[config.mk]
export PLATFORM = sky130hd
export DESIGN_NAME = mux_bus_seq
export DESIGN_NICKNAME = d
export VERILOG_FILES = /design/src/rtl/mbus_pkg.sv /design/src/rtl/mbus_fsm.sv /design/src/rtl/mbus_req_reg.sv /design/src/rtl/mbus_lane.sv /design/src/rtl/mux_bus_seq.sv
export SDC_FILE = /design/constraint.sdc
export NUM_CORES = 1
export LEC_CHECK = 0
export BUFFER_PORTS_ARGS = -buffer_cell sky130_fd_sc_hd__buf_2
export CAP_MARGIN = 20
export CORE_ASPECT_RATIO = 1.25
export CORE_MARGIN = 3
export CORE_UTILIZATION = 45
export DETAILED_ROUTE_END_ITERATION = 8
export GPL_TIMING_DRIVEN = 0
export PLACE_DENSITY_LB_ADDON = 0.1
export SYNTH_ARGS = -nofsm -noshare
export SYNTH_HDL_FRONTEND = slang
export SYNTH_SLANG_ARGS = --single-unit
[constraint.sdc]
create_clock -name clk -period 2.3 [get_ports clk]
set_input_delay 0.23 -clock clk [delete_from_list [all_inputs] [get_ports clk]]
set_output_delay 0.23 -clock clk [all_outputs]
set_load 0.02 [all_outputs]
[src/rtl/mbus_pkg.sv]
package mbus_pkg;

    // Bus states of one transfer
    typedef enum logic [2:0] {
        ST_IDLE = 3'd0,
        ST_T1   = 3'd1,
        ST_T2   = 3'd2,
        ST_T3   = 3'd3,
        ST_TW   = 3'd4,
        ST_T4   = 3'd5
    } bus_state_t;

    // Segment code carried on the status lines
    typedef enum logic [1:0] {
        SEG_ALT   = 2'b00,
        SEG_STACK = 2'b01,
        SEG_CODE  = 2'b10,
        SEG_DATA  = 2'b11
    } seg_t;

    // Status field positions on the upper lines
    localparam int unsigned ST_SEG_LSB = 0;
    localparam int unsigned ST_IE_BIT  = 2;

endpackage

[src/rtl/mbus_fsm.sv]
module mbus_fsm
    import mbus_pkg::*;
(
    input  logic       clk,
    input  logic       rst_n,
    input  logic       req_valid,
    input  logic       rdy,
    input  logic       lat_wr,
    input  logic       lat_mem,
    output bus_state_t state,
    output logic       accept,
    output logic       capture,
    output logic       ale,
    output logic       rd_n,
    output logic       wr_n,
    output logic       den_n,
    output logic       dtr,
    output logic       mem_sel,
    output logic       done
);

    bus_state_t state_q;
    bus_state_t state_d;
    logic       strobe_ph;

    // State register
    always_ff @(posedge clk or negedge rst_n) begin
        if (!rst_n) begin
            state_q <= ST_IDLE;
        end else begin
            state_q <= state_d;
        end
    end

    // Next-state logic
    always_comb begin
        state_d = state_q;
        unique case (state_q)
            ST_IDLE: if (req_valid) state_d = ST_T1;
            ST_T1:   state_d = ST_T2;
            ST_T2:   state_d = ST_T3;
            ST_T3:   state_d = rdy ? ST_T4 : ST_TW;
            ST_TW:   state_d = rdy ? ST_T4 : ST_TW;
            ST_T4:   state_d = ST_IDLE;
            default: state_d = ST_IDLE;
        endcase
    end

    assign state   = state_q;
    assign accept  = (state_q == ST_IDLE) && req_valid;
    assign capture = ((state_q == ST_T3) || (state_q == ST_TW)) && rdy;

    // Output decode
    always_comb begin
        ale       = 1'b0;
        strobe_ph = 1'b0;
        dtr       = 1'b1;
        mem_sel   = 1'b0;
        done      = 1'b0;
        unique case (state_q)
            ST_IDLE: begin
                dtr = 1'b1;
            end
            ST_T1: begin
                ale     = 1'b1;
                dtr     = lat_wr;
                mem_sel = lat_mem;
            end
            ST_T2, ST_T3, ST_TW: begin
                strobe_ph = 1'b1;
                dtr       = lat_wr;
                mem_sel   = lat_mem;
            end
            ST_T4: begin
                dtr     = lat_wr;
                mem_sel = lat_mem;
                done    = 1'b1;
            end
            default: begin
                dtr = 1'b1;
            end
        endcase
        rd_n  = !(strobe_ph && !lat_wr);
        wr_n  = !(strobe_ph && lat_wr);
        den_n = !strobe_ph;
    end

endmodule

[src/rtl/mbus_req_reg.sv]
module mbus_req_reg
    import mbus_pkg::*;
#(
    parameter int unsigned ADDR_W = 20,
    parameter int unsigned DATA_W = 16
) (
    input  logic              clk,
    input  logic              rst_n,
    input  logic              accept,
    input  logic [ADDR_W-1:0] req_addr,
    input  logic              req_wr,
    input  logic              req_mem,
    input  logic              req_word,
    input  logic [DATA_W-1:0] req_wdata,
    input  seg_t              req_seg,
    input  logic              req_ie,
    output logic [ADDR_W-1:0] lat_addr,
    output logic              lat_wr,
    output logic              lat_mem,
    output logic              lat_word,
    output logic [DATA_W-1:0] lat_wdata,
    output seg_t              lat_seg,
    output logic              lat_ie
);

    // Request fields are held for the whole transfer
    always_ff @(posedge clk or negedge rst_n) begin
        if (!rst_n) begin
            lat_addr  <= '0;
            lat_wr    <= 1'b0;
            lat_mem   <= 1'b0;
            lat_word  <= 1'b0;
            lat_wdata <= '0;
            lat_seg   <= SEG_ALT;
            lat_ie    <= 1'b0;
        end else if (accept) begin
            lat_addr  <= req_addr;
            lat_wr    <= req_wr;
            lat_mem   <= req_mem;
            lat_word  <= req_word;
            lat_wdata <= req_wdata;
            lat_seg   <= req_seg;
            lat_ie    <= req_ie;
        end
    end

endmodule

[src/rtl/mbus_lane.sv]
module mbus_lane
    import mbus_pkg::*;
#(
    parameter int unsigned ADDR_W = 20,
    parameter int unsigned DATA_W = 16
) (
    input  logic                     clk,
    input  logic                     rst_n,
    input  bus_state_t               state,
    input  logic                     capture,
    input  logic [ADDR_W-1:0]        lat_addr,
    input  logic                     lat_wr,
    input  logic                     lat_mem,
    input  logic                     lat_word,
    input  logic [DATA_W-1:0]        lat_wdata,
    input  seg_t                     lat_seg,
    input  logic                     lat_ie,
    input  logic [DATA_W-1:0]        ad_i,
    output logic [DATA_W-1:0]        ad_o,
    output logic                     ad_oe,
    output logic [ADDR_W-DATA_W-1:0] as_o,
    output logic                     bhe_n,
    output logic [DATA_W-1:0]        rd_data
);

    localparam int unsigned HI_W   = ADDR_W - DATA_W;
    localparam int unsigned BYTE_W = DATA_W / 2;

    logic              odd_a;
    logic              full_word;
    logic              lane_hi_n;
    logic              data_ph;
    logic [HI_W-1:0]   status_v;
    logic [DATA_W-1:0] wr_lanes;
    logic [DATA_W-1:0] rd_aligned;
    logic [DATA_W-1:0] rd_q;

    assign odd_a     = lat_addr[0];
    assign full_word = lat_word && !odd_a;
    // The high lane is off only for a byte at an even address
    assign lane_hi_n = !(lat_word || odd_a);
    assign data_ph   = (state == ST_T2) || (state == ST_T3) ||
                       (state == ST_TW) || (state == ST_T4);

    // Status vector: unused upper bits are zero
    always_comb begin
        status_v = '0;
        status_v[ST_SEG_LSB +: 2] = lat_seg;
        status_v[ST_IE_BIT]       = lat_ie;
    end

    // Write lanes: a byte is copied onto both halves
    assign wr_lanes = full_word ? lat_wdata
                                : {2{lat_wdata[BYTE_W-1:0]}};

    // Read alignment by access type
    always_comb begin
        if (full_word) begin
            rd_aligned = ad_i;
        end else if (odd_a) begin
            rd_aligned = {{(DATA_W-BYTE_W){1'b0}}, ad_i[DATA_W-1:BYTE_W]};
        end else begin
            rd_aligned = {{(DATA_W-BYTE_W){1'b0}}, ad_i[BYTE_W-1:0]};
        end
    end

    always_ff @(posedge clk or negedge rst_n) begin
        if (!rst_n) begin
            rd_q <= '0;
        end else if (capture && !lat_wr) begin
            rd_q <= rd_aligned;
        end
    end

    assign rd_data = rd_q;

    // Pin function by bus state
    always_comb begin
        ad_o  = '0;
        ad_oe = 1'b0;
        as_o  = '0;
        bhe_n = 1'b1;
        if (state == ST_T1) begin
            ad_o  = lat_addr[DATA_W-1:0];
            ad_oe = 1'b1;
            as_o  = lat_mem ? lat_addr[ADDR_W-1:DATA_W] : '0;
            bhe_n = lane_hi_n;
        end else if (data_ph) begin
            ad_o  = lat_wr ? wr_lanes : '0;
            ad_oe = lat_wr;
            as_o  = status_v;
            bhe_n = 1'b1;
        end
    end

endmodule

[src/rtl/mux_bus_seq.sv]
module mux_bus_seq
    import mbus_pkg::*;
#(
    parameter  int unsigned ADDR_W = 20,
    parameter  int unsigned DATA_W = 16,
    localparam int unsigned HI_W   = ADDR_W - DATA_W
) (
    input  logic              clk,
    input  logic              rst_n,
    input  logic              req_valid,
    input  logic [ADDR_W-1:0] req_addr,
    input  logic              req_wr,
    input  logic              req_mem,
    input  logic              req_word,
    input  logic [DATA_W-1:0] req_wdata,
    input  logic [1:0]        req_seg,
    input  logic              req_ie,
    output logic [DATA_W-1:0] rd_data,
    output logic              done,
    input  logic [DATA_W-1:0] ad_i,
    output logic [DATA_W-1:0] ad_o,
    output logic              ad_oe,
    output logic [HI_W-1:0]   as_o,
    output logic              ale,
    output logic              rd_n,
    output logic              wr_n,
    output logic              mem_sel,
    output logic              dtr,
    output logic              den_n,
    output logic              bhe_n,
    input  logic              rdy
);

    bus_state_t        state;
    logic              accept;
    logic              capture;
    logic [ADDR_W-1:0] lat_addr;
    logic              lat_wr;
    logic              lat_mem;
    logic              lat_word;
    logic [DATA_W-1:0] lat_wdata;
    seg_t              lat_seg;
    logic              lat_ie;

    mbus_fsm u_fsm (
        .clk       (clk),
        .rst_n     (rst_n),
        .req_valid (req_valid),
        .rdy       (rdy),
        .lat_wr    (lat_wr),
        .lat_mem   (lat_mem),
        .state     (state),
        .accept    (accept),
        .capture   (capture),
        .ale       (ale),
        .rd_n      (rd_n),
        .wr_n      (wr_n),
        .den_n     (den_n),
        .dtr       (dtr),
        .mem_sel   (mem_sel),
        .done      (done)
    );

    mbus_req_reg #(
        .ADDR_W (ADDR_W),
        .DATA_W (DATA_W)
    ) u_req (
        .clk       (clk),
        .rst_n     (rst_n),
        .accept    (accept),
        .req_addr  (req_addr),
        .req_wr    (req_wr),
        .req_mem   (req_mem),
        .req_word  (req_word),
        .req_wdata (req_wdata),
        .req_seg   (seg_t'(req_seg)),
        .req_ie    (req_ie),
        .lat_addr  (lat_addr),
        .lat_wr    (lat_wr),
        .lat_mem   (lat_mem),
        .lat_word  (lat_word),
        .lat_wdata (lat_wdata),
        .lat_seg   (lat_seg),
        .lat_ie    (lat_ie)
    );

    mbus_lane #(
        .ADDR_W (ADDR_W),
        .DATA_W (DATA_W)
    ) u_lane (
        .clk       (clk),
        .rst_n     (rst_n),
        .state     (state),
        .capture   (capture),
        .lat_addr  (lat_addr),
        .lat_wr    (lat_wr),
        .lat_mem   (lat_mem),
        .lat_word  (lat_word),
        .lat_wdata (lat_wdata),
        .lat_seg   (lat_seg),
        .lat_ie    (lat_ie),
        .ad_i      (ad_i),
        .ad_o      (ad_o),
        .ad_oe     (ad_oe),
        .as_o      (as_o),
        .bhe_n     (bhe_n),
        .rd_data   (rd_data)
    );

endmodule

==> metrics <==
P_leak=1.817 nW; DP Area=3578 um2; WL final=7075 um; CTS root buf=clkbuf_8; worst-path cell chain=clkbuf_2 > nor3b_4 > buf_4 > mux2i_1 > a21oi_1 > buf_2; per-cell routed wire length=16.04 um; Slowest cell on crit path=dfrtp_1; post-DP HPWL=5186 um; Seq/Total Area, Yosys=0.5225; clock latency on the worst-skew pair=0.33 ns; VDD IR-drop max=0.7528 mV; initial DRC count=74; ratio of cells with drive above 1 in the final layout=0.5618; Max Cap Violations=0; CTS clk-pin slew, worst paths=0.07 ns; Final Instance Area=3774 um2; CP required=2.07 ns; minimum clock period=2.169 ns; Mapped Area=2922 um2; I/O Pins=107; Initial DRT Pass Iterations=4; grt total ovfl=0; critical path depth=6; remaining antenna violation count after routing=0; Crit. End Element=output pin; Final nets=414; CTS HTree Levels=3; kind of critical path=reg -> out; final period utilization=0.9431; worst setup path endpoint=ad_o[0]; Worst path max stage delay=0.43 ns; syn_area_per_cell=12.54 um2; Slew Viols, Final=0; Die ar.=7501 um2; Starting Density=0.4677; CTS tree=done; Core Area=6246 um2; fillcell total=567; Worst-Margin Slew=0.7423 ns; worst hold path type=in -> reg; I/O Buffers=106; Worst Skew=0.007417 ns; RSZ-0062 raised after global routing=false; Worst slew margin=0.5051; Die Width=78.07 um; RePlAce Congestion=0.7602; Post-Syn Nets=295; Worst path top cell family by delay=buffers and inverters; standard-cell row count=32; f_max=461.0 MHz; vias per cell=5.063; crit path buf inv count=3; DR DRC count=0; Reg2Reg Launch Point=u_fsm.state[0]$_DFFE_PN0P_; R2R depth=4; reg-to-reg slack, setup=0.24 ns; worst setup path start=u_fsm.state[2]$_DFFE_PN0P_; final core utilization=0.6042; largest net degree at the start of global routing=33; first-pass GRT wire length=11070 um; status=finished clean; final setup violation count=0; chip height=96.09 um; commonest cells after routing, fill and taps aside=112 x buf_2, 61 x dfrtp_1, 56 x mux2_2, 22 x nand2_1, 18 x mux2i_1; Sink Count=61; initial antenna violation count=0; Clock Tree Buf Depth=2; Inserted Diodes=0; synth warn=0; Pwr per Cell Area=1482 nW/um2; vias in the first global route=2266; critical path arrival=1.94 ns; area grow syn2layout=29.16%; synthesized instance count=233; routed vias=2233; Pwr Total=0.005592 W; Startpoint Class=flop; Unique masters post-synth=31; leading cell type in the layout, fill and taps excluded=buf_2; Total Routing Usage GR=0.1979; Fin. Hold Viols=0; RR Endpoint=u_req.lat_seg[1]$_DFFE_PN0P_; #FFs+latches synth=61; Crit Path Max Fanout=10; CTS buffer count=9
-- cell families (layout without fill, tap and decap cells) --
family | count (synthesis) | in the layout | synth area share
mux | 76 | 76 | 0.2878
flops | 61 | 61 | 0.5225
simple gates | 43 | 43 | 0.08308
compound gates | 29 | 29 | 0.06638
buf+inv | 23 | 146 | 0.03726
xor+xnor | 1 | 1 | 0.002998
-- worst min-delay path by stage --
stage             startpoint                               to  slack, ns  cells after the start
2_1_floorplan          rst_n       u_fsm.state[0]$_DFFE_PN0P_      -0.07                      0
3_3_place_gp    req_addr[11]   u_req.lat_addr[11]$_DFFE_PN0P_       0.46                      2
3_5_place_dp           rst_n   u_lane.rd_data[10]$_DFFE_PN0P_       0.34                      1
4_1_cts          req_addr[1]    u_req.lat_addr[1]$_DFFE_PN0P_       0.10                      2
5_1_grt        req_wdata[13]  u_req.lat_wdata[13]$_DFFE_PN0P_       0.11                      2
6_report         req_addr[5]    u_req.lat_addr[5]$_DFFE_PN0P_       0.12                      2
-- layer usage --
| metal | share of wire | GRT usage |
|---|---|---|
| met1 | 0.43 | 0.2447 |
| met4 | 0.015 | 0.08309 |
| met3 | 0.065 | 0.05150 |
| met2 | 0.50 | 0.3307 |
| met5 | 0 | 0 |
-- where the power goes --
group          internal (W)  total [W]  switching [W]
combinational       0.00129    0.00288        0.00159
clock              0.000405   0.000799       0.000393
sequential          0.00160    0.00191       0.000307
total               0.00330    0.00559        0.00229
-- what timing repair did --
action	in CTS	in global routing
gates resized for setup	2	6
endpoints found under the hold margin	31	0
setup buffers	1	0
pin swaps	1	0
hold buffers	1	0
endpoints found under the setup margin	19	9
-- per-stage QoR --
step                worst slack (ns)  instances  setup TNS [ns]  hold slack [ns]
global route                 0.04105        441               0           0.1131
floorplan                     0.2193        233               0         -0.06559
finish                        0.1308        441               0           0.1244
global placement             -0.1724        424          -1.127           0.4622
detailed placement           -0.1964        425          -1.431           0.3425
CTS                          0.01462        441               0           0.1017
-- cells in the mapped netlist, drive strengths merged --
cell,number,area [um2]
o22ai,1,6.260
nand3b,1,7.510
mux2i,18,180.2
nor2b,4,25.02
nand2,22,82.58
a2bb2oi,1,8.760
xnor2,1,8.760
nor3,1,5.000
nor4b,1,15.01
nor2,2,7.510
and3,1,6.260
or3b,1,11.26
and4b,3,30.03
a21oi,5,25.02
dfrtp,61,1526
inv,9,33.78
o21ai,13,65.06
mux2,58,660.6
clkbuf,6,22.52
nand2b,2,12.51
and2,1,6.260
a22o,7,61.31
nor3b,1,12.51
a211oi,1,20.02
o21a,1,7.510
and3b,1,8.760
or2,2,12.51
buf,8,52.55
-- layout make-up --
class | count | area [um2] | share of cell area
Sequential cell | 61 | 1526 | 0.4045
Multi-Input combinational cell | 149 | 1299 | 0.3442
Timing Repair Buffer | 109 | 568.0 | 0.1505
Clock buffer | 10 | 137.6 | 0.03647
Tap cell | 85 | 106.4 | 0.02818
Buffer | 13 | 75.07 | 0.01989
Inverter | 9 | 33.78 | 0.008952
Clock inverter | 5 | 27.53 | 0.007294
-- worst reg2reg max path, cell delays in order (launching register included) --
cell and delay (ns):
dfrtp_1 0.40, buf_2 0.20, nor4b_2 0.58, buf_2 0.39, mux2_2 0.38
-- registers in the layout, indices dropped and copies added, names as in the netlist --
register / count
u_req.lat_seg: 2
u_req.lat_ie: 1
u_req.lat_wdata: 16
u_fsm.state: 3
u_req.lat_wr: 1
u_req.lat_mem: 1
u_lane.rd_data: 16
u_req.lat_word: 1
u_req.lat_addr: 20
Note: power is estimated with default switching activity, not from simulation.
